--- src/rtl/vend_pkg.sv ---
package vend_pkg;

  typedef enum logic [1:0] {
    COIN_NONE    = 2'b00,
    COIN_SMALL   = 2'b01,
    COIN_MID     = 2'b10,
    COIN_LARGE   = 2'b11
  } coin_e;

  // Strobes from the control machine to the datapath.
  typedef struct packed {
    logic takeSum;   // store credit + coin as the new credit
    logic settle;    // close the sale: clear credit, latch change
  } dp_ctrl_t;

  typedef enum logic {
    ST_COLLECT = 1'b0,
    ST_VEND    = 1'b1
  } vend_state_e;

endpackage

--- src/rtl/vend_datapath.sv ---
module vend_datapath
  import vend_pkg::*;
#(
  parameter int UNIT       = 5,
  parameter int PRICE      = 20,
  parameter int SMALL_VAL  = 5,
  parameter int MID_VAL    = 10,
  parameter int LARGE_VAL  = 25,
  parameter int CREDIT_W   = 2,
  parameter int SUM_W      = 4,
  parameter int CHANGE_W   = 3
) (
  input  logic                clk,
  input  logic                rst,
  input  logic [1:0]          coinCode,
  input  dp_ctrl_t            ctrlS,
  output logic                coinValid,
  output logic                reachPrice,
  output logic [CREDIT_W-1:0] creditQ,
  output logic [CHANGE_W-1:0] changeQ
);

  localparam int PRICE_UNITS = PRICE / UNIT;

  // Coin value table in units of the smallest coin, built per code.
  logic [SUM_W-1:0] coinLut [4];

  for (genvar g = 0; g < 4; g++) begin : g_lut
    localparam int VAL = (g == 1) ? SMALL_VAL :
                         (g == 2) ? MID_VAL   :
                         (g == 3) ? LARGE_VAL : 0;
    assign coinLut[g] = SUM_W'(VAL / UNIT);
  end

  logic [SUM_W-1:0] sumUnits;
  logic [SUM_W-1:0] excessUnits;

  always_comb begin
    sumUnits    = {{(SUM_W-CREDIT_W){1'b0}}, creditQ} + coinLut[coinCode];
    excessUnits = sumUnits - SUM_W'(PRICE_UNITS);
    coinValid   = (coinCode != COIN_NONE);
    reachPrice  = (sumUnits >= SUM_W'(PRICE_UNITS));
  end

  always_ff @(posedge clk) begin
    if (rst) begin
      creditQ <= '0;
      changeQ <= '0;
    end else if (ctrlS.settle) begin
      creditQ <= '0;
      changeQ <= excessUnits[CHANGE_W-1:0];
    end else if (ctrlS.takeSum) begin
      creditQ <= sumUnits[CREDIT_W-1:0];
      changeQ <= '0;
    end else begin
      changeQ <= '0;
    end
  end

endmodule

--- src/rtl/vend_ctrl.sv ---
module vend_ctrl
  import vend_pkg::*;
(
  input  logic     clk,
  input  logic     rst,
  input  logic     coinValid,
  input  logic     reachPrice,
  output dp_ctrl_t ctrlS,
  output logic     vendQ
);

  vend_state_e stateQ, stateD;

  always_comb begin
    ctrlS.takeSum = coinValid && !reachPrice;
    ctrlS.settle  = coinValid && reachPrice;
    stateD        = ctrlS.settle ? ST_VEND : ST_COLLECT;
  end

  always_ff @(posedge clk) begin
    if (rst) stateQ <= ST_COLLECT;
    else     stateQ <= stateD;
  end

  assign vendQ = (stateQ == ST_VEND);

endmodule

--- src/rtl/vend_controller.sv ---
module vend_controller
  import vend_pkg::*;
#(
  parameter int UNIT      = 5,
  parameter int PRICE     = 20,
  parameter int SMALL_VAL = 5,
  parameter int MID_VAL   = 10,
  parameter int LARGE_VAL = 25,
  localparam int PRICE_UNITS = PRICE / UNIT,
  localparam int CREDIT_W    = (PRICE_UNITS > 2) ? $clog2(PRICE_UNITS) : 1,
  localparam int MAX_SUM     = PRICE_UNITS - 1 + LARGE_VAL / UNIT,
  localparam int SUM_W       = $clog2(MAX_SUM + 1),
  localparam int MAX_CHANGE  = MAX_SUM - PRICE_UNITS,
  localparam int CHANGE_W    = (MAX_CHANGE > 1) ? $clog2(MAX_CHANGE + 1) : 1
) (
  input  logic                clk,
  input  logic                rst,
  input  logic [1:0]          coinCode,
  output logic                vend,
  output logic [CHANGE_W-1:0] change
);

  dp_ctrl_t            ctrlS;
  logic                coinValid;
  logic                reachPrice;
  logic [CREDIT_W-1:0] creditQ;

  vend_datapath #(
    .UNIT(UNIT), .PRICE(PRICE),
    .SMALL_VAL(SMALL_VAL), .MID_VAL(MID_VAL), .LARGE_VAL(LARGE_VAL),
    .CREDIT_W(CREDIT_W), .SUM_W(SUM_W), .CHANGE_W(CHANGE_W)
  ) dp_i (
    .clk(clk), .rst(rst), .coinCode(coinCode), .ctrlS(ctrlS),
    .coinValid(coinValid), .reachPrice(reachPrice),
    .creditQ(creditQ), .changeQ(change)
  );

  vend_ctrl ctrl_i (
    .clk(clk), .rst(rst), .coinValid(coinValid), .reachPrice(reachPrice),
    .ctrlS(ctrlS), .vendQ(vend)
  );

endmodule

--- config.mk ---
export PLATFORM = sky130hd
export DESIGN_NAME = vend_controller
export DESIGN_NICKNAME = d
export VERILOG_FILES = /design/src/rtl/vend_pkg.sv /design/src/rtl/vend_datapath.sv /design/src/rtl/vend_ctrl.sv /design/src/rtl/vend_controller.sv
export SDC_FILE = /design/constraint.sdc
export NUM_CORES = 1
export LEC_CHECK = 0
export CORE_AREA = 2 2 39 41
export DETAILED_ROUTE_END_ITERATION = 8
export DIE_AREA = 0 0 41 43
export RECOVER_POWER = 25
export SLEW_MARGIN = 5
export SYNTH_ARGS = -nofsm -noshare
export SYNTH_HDL_FRONTEND = slang
export SYNTH_HIERARCHICAL = 1
export SYNTH_SLANG_ARGS = --single-unit
--- constraint.sdc ---
create_clock -name clk -period 5.35 [get_ports clk]
set_clock_uncertainty 0.1 [all_clocks]
set_input_delay 0.535 -clock clk [delete_from_list [all_inputs] [get_ports clk]]
set_output_delay 0.535 -clock clk [all_outputs]
set_load 0.01 [all_outputs]
# After elaboration in Yosys (flattened, before gate mapping)
# Index checks and enable logic that the tools add are counted.
[word_totals] reg_bits=6 elab_cells=19 output_inout_bits=4
[classes] n_mux=4 add_sub_neg=2 magnitude_cmp=2 bitwise=2 reduce_logical=6
[ops] operator="binary-select mux 4 bit (select 2 bit)" n=1
[ops] operator="2-to-1 mux 4 bit" n=2
[ops] operator="adder 2 x 4 -> 4 bit" n=1
[ops] operator="greater-or-equal comparator 4 x 3 -> 1 bit (second input constant)" n=1
[ops] operator="OR reduction 2 bit" n=2
[ops] operator="greater-or-equal comparator 3 bit (second input constant)" n=1
[ops] operator="inverter 2 -> 3 bit" n=1
[ops] operator="subtractor 3 bit (second input constant)" n=1
[ops] operator="logical AND 1 bit" n=2
[ops] operator="nonzero test 2 bit" n=1
[ops] operator="zero test 1 bit" n=1
[ops] operator="2-to-1 mux 1 bit" n=1
[ops] operator="inverter 1 bit" n=1

# Logic depth before layout (Yosys ltp)
[depth] word_depth=9 depth_mapped=9

# Hierarchy
# Netlist, hierarchy kept.
[by_module_without_submodules] mod="vend_datapath" cells_per_inst=26 seq_area_each_um2=100.1 area_per_inst_um2=262.8 instances=1
[by_module_without_submodules] mod="vend_ctrl" cells_per_inst=5 seq_area_each_um2=20.0 area_per_inst_um2=53.8 instances=1

# Worst setup path after synthesis
# No wires, ideal clock.
[synth_timing] path_kind="input-to-reg" startpoint="in coinCode[0]" endpoint="reg dp_i.creditQ[1]" slack_ps=3107 n_path_buf=1 setup_ps=103 path_stages=7 t_required_ps=5147 arrival_ps=2040 path_cell_list="nand2b_1 fa_1 nand3b_1 o21a_1 and2_2 buf_4 a2111oi_2"
[synth_lines] item="from (decl)" line_no="vend_controller.sv:18" text="input logic [1:0] coinCode,"
[synth_lines] item="to (signal assigned)" line_no="vend_datapath.sv:53" text="creditQ <= sumUnits[CREDIT_W-1:0];"
[synth_lines] item="to (decl)" line_no="vend_datapath.sv:19" text="output logic [CREDIT_W-1:0] creditQ,"

==> run metrics <==
met1 routing resource usage after global routing=0.0747; type of element launching the critical path=input port; clock tree sinks=6; global-route wire length before repair=717 um; layout overhead on the synthesized area=33.2%; ys async rst share=0; Worst Path Buf+Inv=2; worst-path cell with the longest stage delay=sky130_fd_sc_hd__clkdlybuf4s50_1; critical hold path startpoint=dp_i/creditQ[0]$_SDFFE_PP0P_; area of the mapped netlist=approximately 320 um^2; Total Power Consumption=0.113 mW; top cell types by occurrence after synthesis=sky130_fd_sc_hd__dfxtp_1 (6), sky130_fd_sc_hd__inv_1 (4), sky130_fd_sc_hd__nor2_1 (3), sky130_fd_sc_hd__ha_1 (2), sky130_fd_sc_hd__nand2b_1 (2); most utilized layer in the global route result=met2; die extent in y=43 um; placed cell areas=399 um^2; worst-margin pin slew=about 0.26 ns; proportion of netlist area held by the largest area contributor=0.379; part of the Yosys area used for sequential elements=0.379; total CTS buffers=3; critical path capture point type=register; Ys Warns=6; fill cell total of the finished layout=141; Detailed Place HPWL=370 um; critical path fanouts, max=5; count of distinct cell types in the synthesized netlist=19; maxcap violations=0; clock latency reported for the late side of the worst-skew pair=0.24 ns; proportion of layout cells with a drive suffix above 1=0.200; drt initial violations=2; met2 GRT Util=0.0813; area of all sequential standard cells=120 um^2; worst rel slew slack=0.828; fraction of the cycle the final worst path needs=0.482; total nets after synthesis=38; Layout Cells excl Fill=56; hold violation total from the final report=0; Multi-input gate area=174 um^2; final count of negative-setup-slack endpoints=0; arrival time of data at the critical path endpoint=2.61 ns; number of instances resized during post-cts repair=0; flip-flop and latch count after synthesis=6; RSZ-0062 raised after global routing=no; via-per-instance ratio=4.04; detailed-router iteration count before antenna repair=3; ys flop type=sky130_fd_sc_hd__dfxtp_1; pins over their slew limit=0; antenna viol nets, final=0; total via count after detailed routing=226; placement-stage worst setup slack=about 2.5 ns; Critical Path, Cell by Cell=clkdlybuf4s50_1 > ha_1 > inv_1 > fa_1 > nand3b_1 > o21a_1 > and2_2 > a2111oi_2; buffers added on ports=7; Critical Path Source=coinCode[0]; leak pwr=0.195 nW; worst reg2reg path startpoint=dp_i/creditQ[0]$_SDFFE_PP0P_; post-CTS setup buffer count=0; average size of a mapped cell=roughly 10 um^2; highest cell delay on the worst timing path=between 0.5 and 0.6 ns; worst hold margin=0.435 ns; grt ovf=0; GR Util All Layers=0.0645; depth of the CTS H-tree=1; count of inserted antenna diode cells=0; largest net degree at the start of global routing=6; cell area after layout=422 um^2; core area=1380 um^2; Mapped Cells=31; core utilization of the finished layout=0.305; hold crit path type=register to register; Req. time, crit path=about 5.4 ns; placed insts=53; overall routed net length=438 um; total die area=1760 um^2; Final #Nets=49; Horiz. Die Dim=41 um; Synth area leader=sky130_fd_sc_hd__dfxtp_1; met3 usage in global routing=0.0471; run status=complete, no violations; total number of placement rows=14; number of enable-type register cells in the synthesized netlist=0; GPL Wtd Cong=between 0.7 and 0.8; Min Clock Period, post-route=2.58 ns; startpoint-to-endpoint class of the critical path=input port to register; Clk Tree Root Cell=sky130_fd_sc_hd__clkbuf_4; starting density of the core=0.229; Max rail drop VDD=0.118 mV; largest delay contributor family on the critical path=buffers and inverters; library cell with the highest instance count after synthesis=sky130_fd_sc_hd__dfxtp_1; smallest setup slack after layout=about 2.8 ns; number of antenna violations at the first check in global routing=0; WL/cell=approximately 7.8 um; cell types occupying the most area after synthesis=sky130_fd_sc_hd__dfxtp_1 (38%), sky130_fd_sc_hd__ha_1 (7.9%), sky130_fd_sc_hd__fa_1 (6.3%), sky130_fd_sc_hd__a2111oi_2 (4.7%), sky130_fd_sc_hd__inv_1 (4.7%); number of buffers on the longest clock path=2; total I/O pin count=8; number of hold buffers added after cts=0; peak clock frequency supported by timing=388 MHz; P per Cell Area=between 200 and 300 nW/um^2; CTS tree=built; accumulated negative setup slack=0 ns; total DRC errors in the routed layout=0; clock slew at reported path FFs=approximately 0.040 ns; vias in the first global route=194
worst min-delay path: cells and delay by family, from the launching register on:
kind          cells  cell delay, ns
flops             1            0.33
simple gates      1            0.09
mux               1            0.08
per-layer routing:
metal,vias to the layer above,wire [um]
met5,-,0
met1,99,209
li1,121,-
met2,6,206
met3,0,21
met4,0,0
where the power goes:
part           switching [mW]  leakage, nW  internal [mW]
Sequential            0.00140       0.0491         0.0481
Clock                  0.0145       0.0138         0.0252
Combinational          0.0110        0.132         0.0126
worst paths after layout:
path | to | cells past startpoint | slack (ns)
max reg2reg | dp_i/creditQ[1]$_SDFFE_PP0P_ | 7 | 3.31
min reg2reg | dp_i/creditQ[0]$_SDFFE_PP0P_ | 2 | 0.44
max | dp_i/creditQ[1]$_SDFFE_PP0P_ | 8 | 2.77
min | dp_i/creditQ[0]$_SDFFE_PP0P_ | 2 | 0.44
sequential cells by signal, summed over array words and instances (netlist names):
| name | cells |
|---|---|
| ctrl_i/vendQ | 1 |
| dp_i/creditQ | 2 |
| dp_i/changeQ | 3 |
layout by cell type (no fill, tap or decap), drive strengths merged:
cell type,n
dfxtp,6
clkdlybuf4s50,5
inv,4
clkbuf,3
nor2,3
nand2b,2
ha,2
dlygate4sd3,2
and2b,1
and2,1
and3b,1
a21o,1
nand3b,1
a21bo,1
o21a,1
or2,1
a2111oi,1
a21oi,1
mux2i,1
nor3,1
fa,1
final cells by class:
cell class / count / area share
clock buffer: 3 / 0.0534
inverter: 4 / 0.0356
sequential: 6 / 0.285
tap: 16 / 0.0475
multi-input combinational: 20 / 0.412
timing repair buffer: 7 / 0.166
logic make-up after synthesis:
group           after synthesis  synth area share
fa+ha+maj                     3             0.142
mux                           1            0.0316
buf+inv                       5            0.0711
flops                         6             0.379
simple gates                 11             0.233
compound gates                5             0.142
Note: power is estimated with default switching activity, not from simulation.
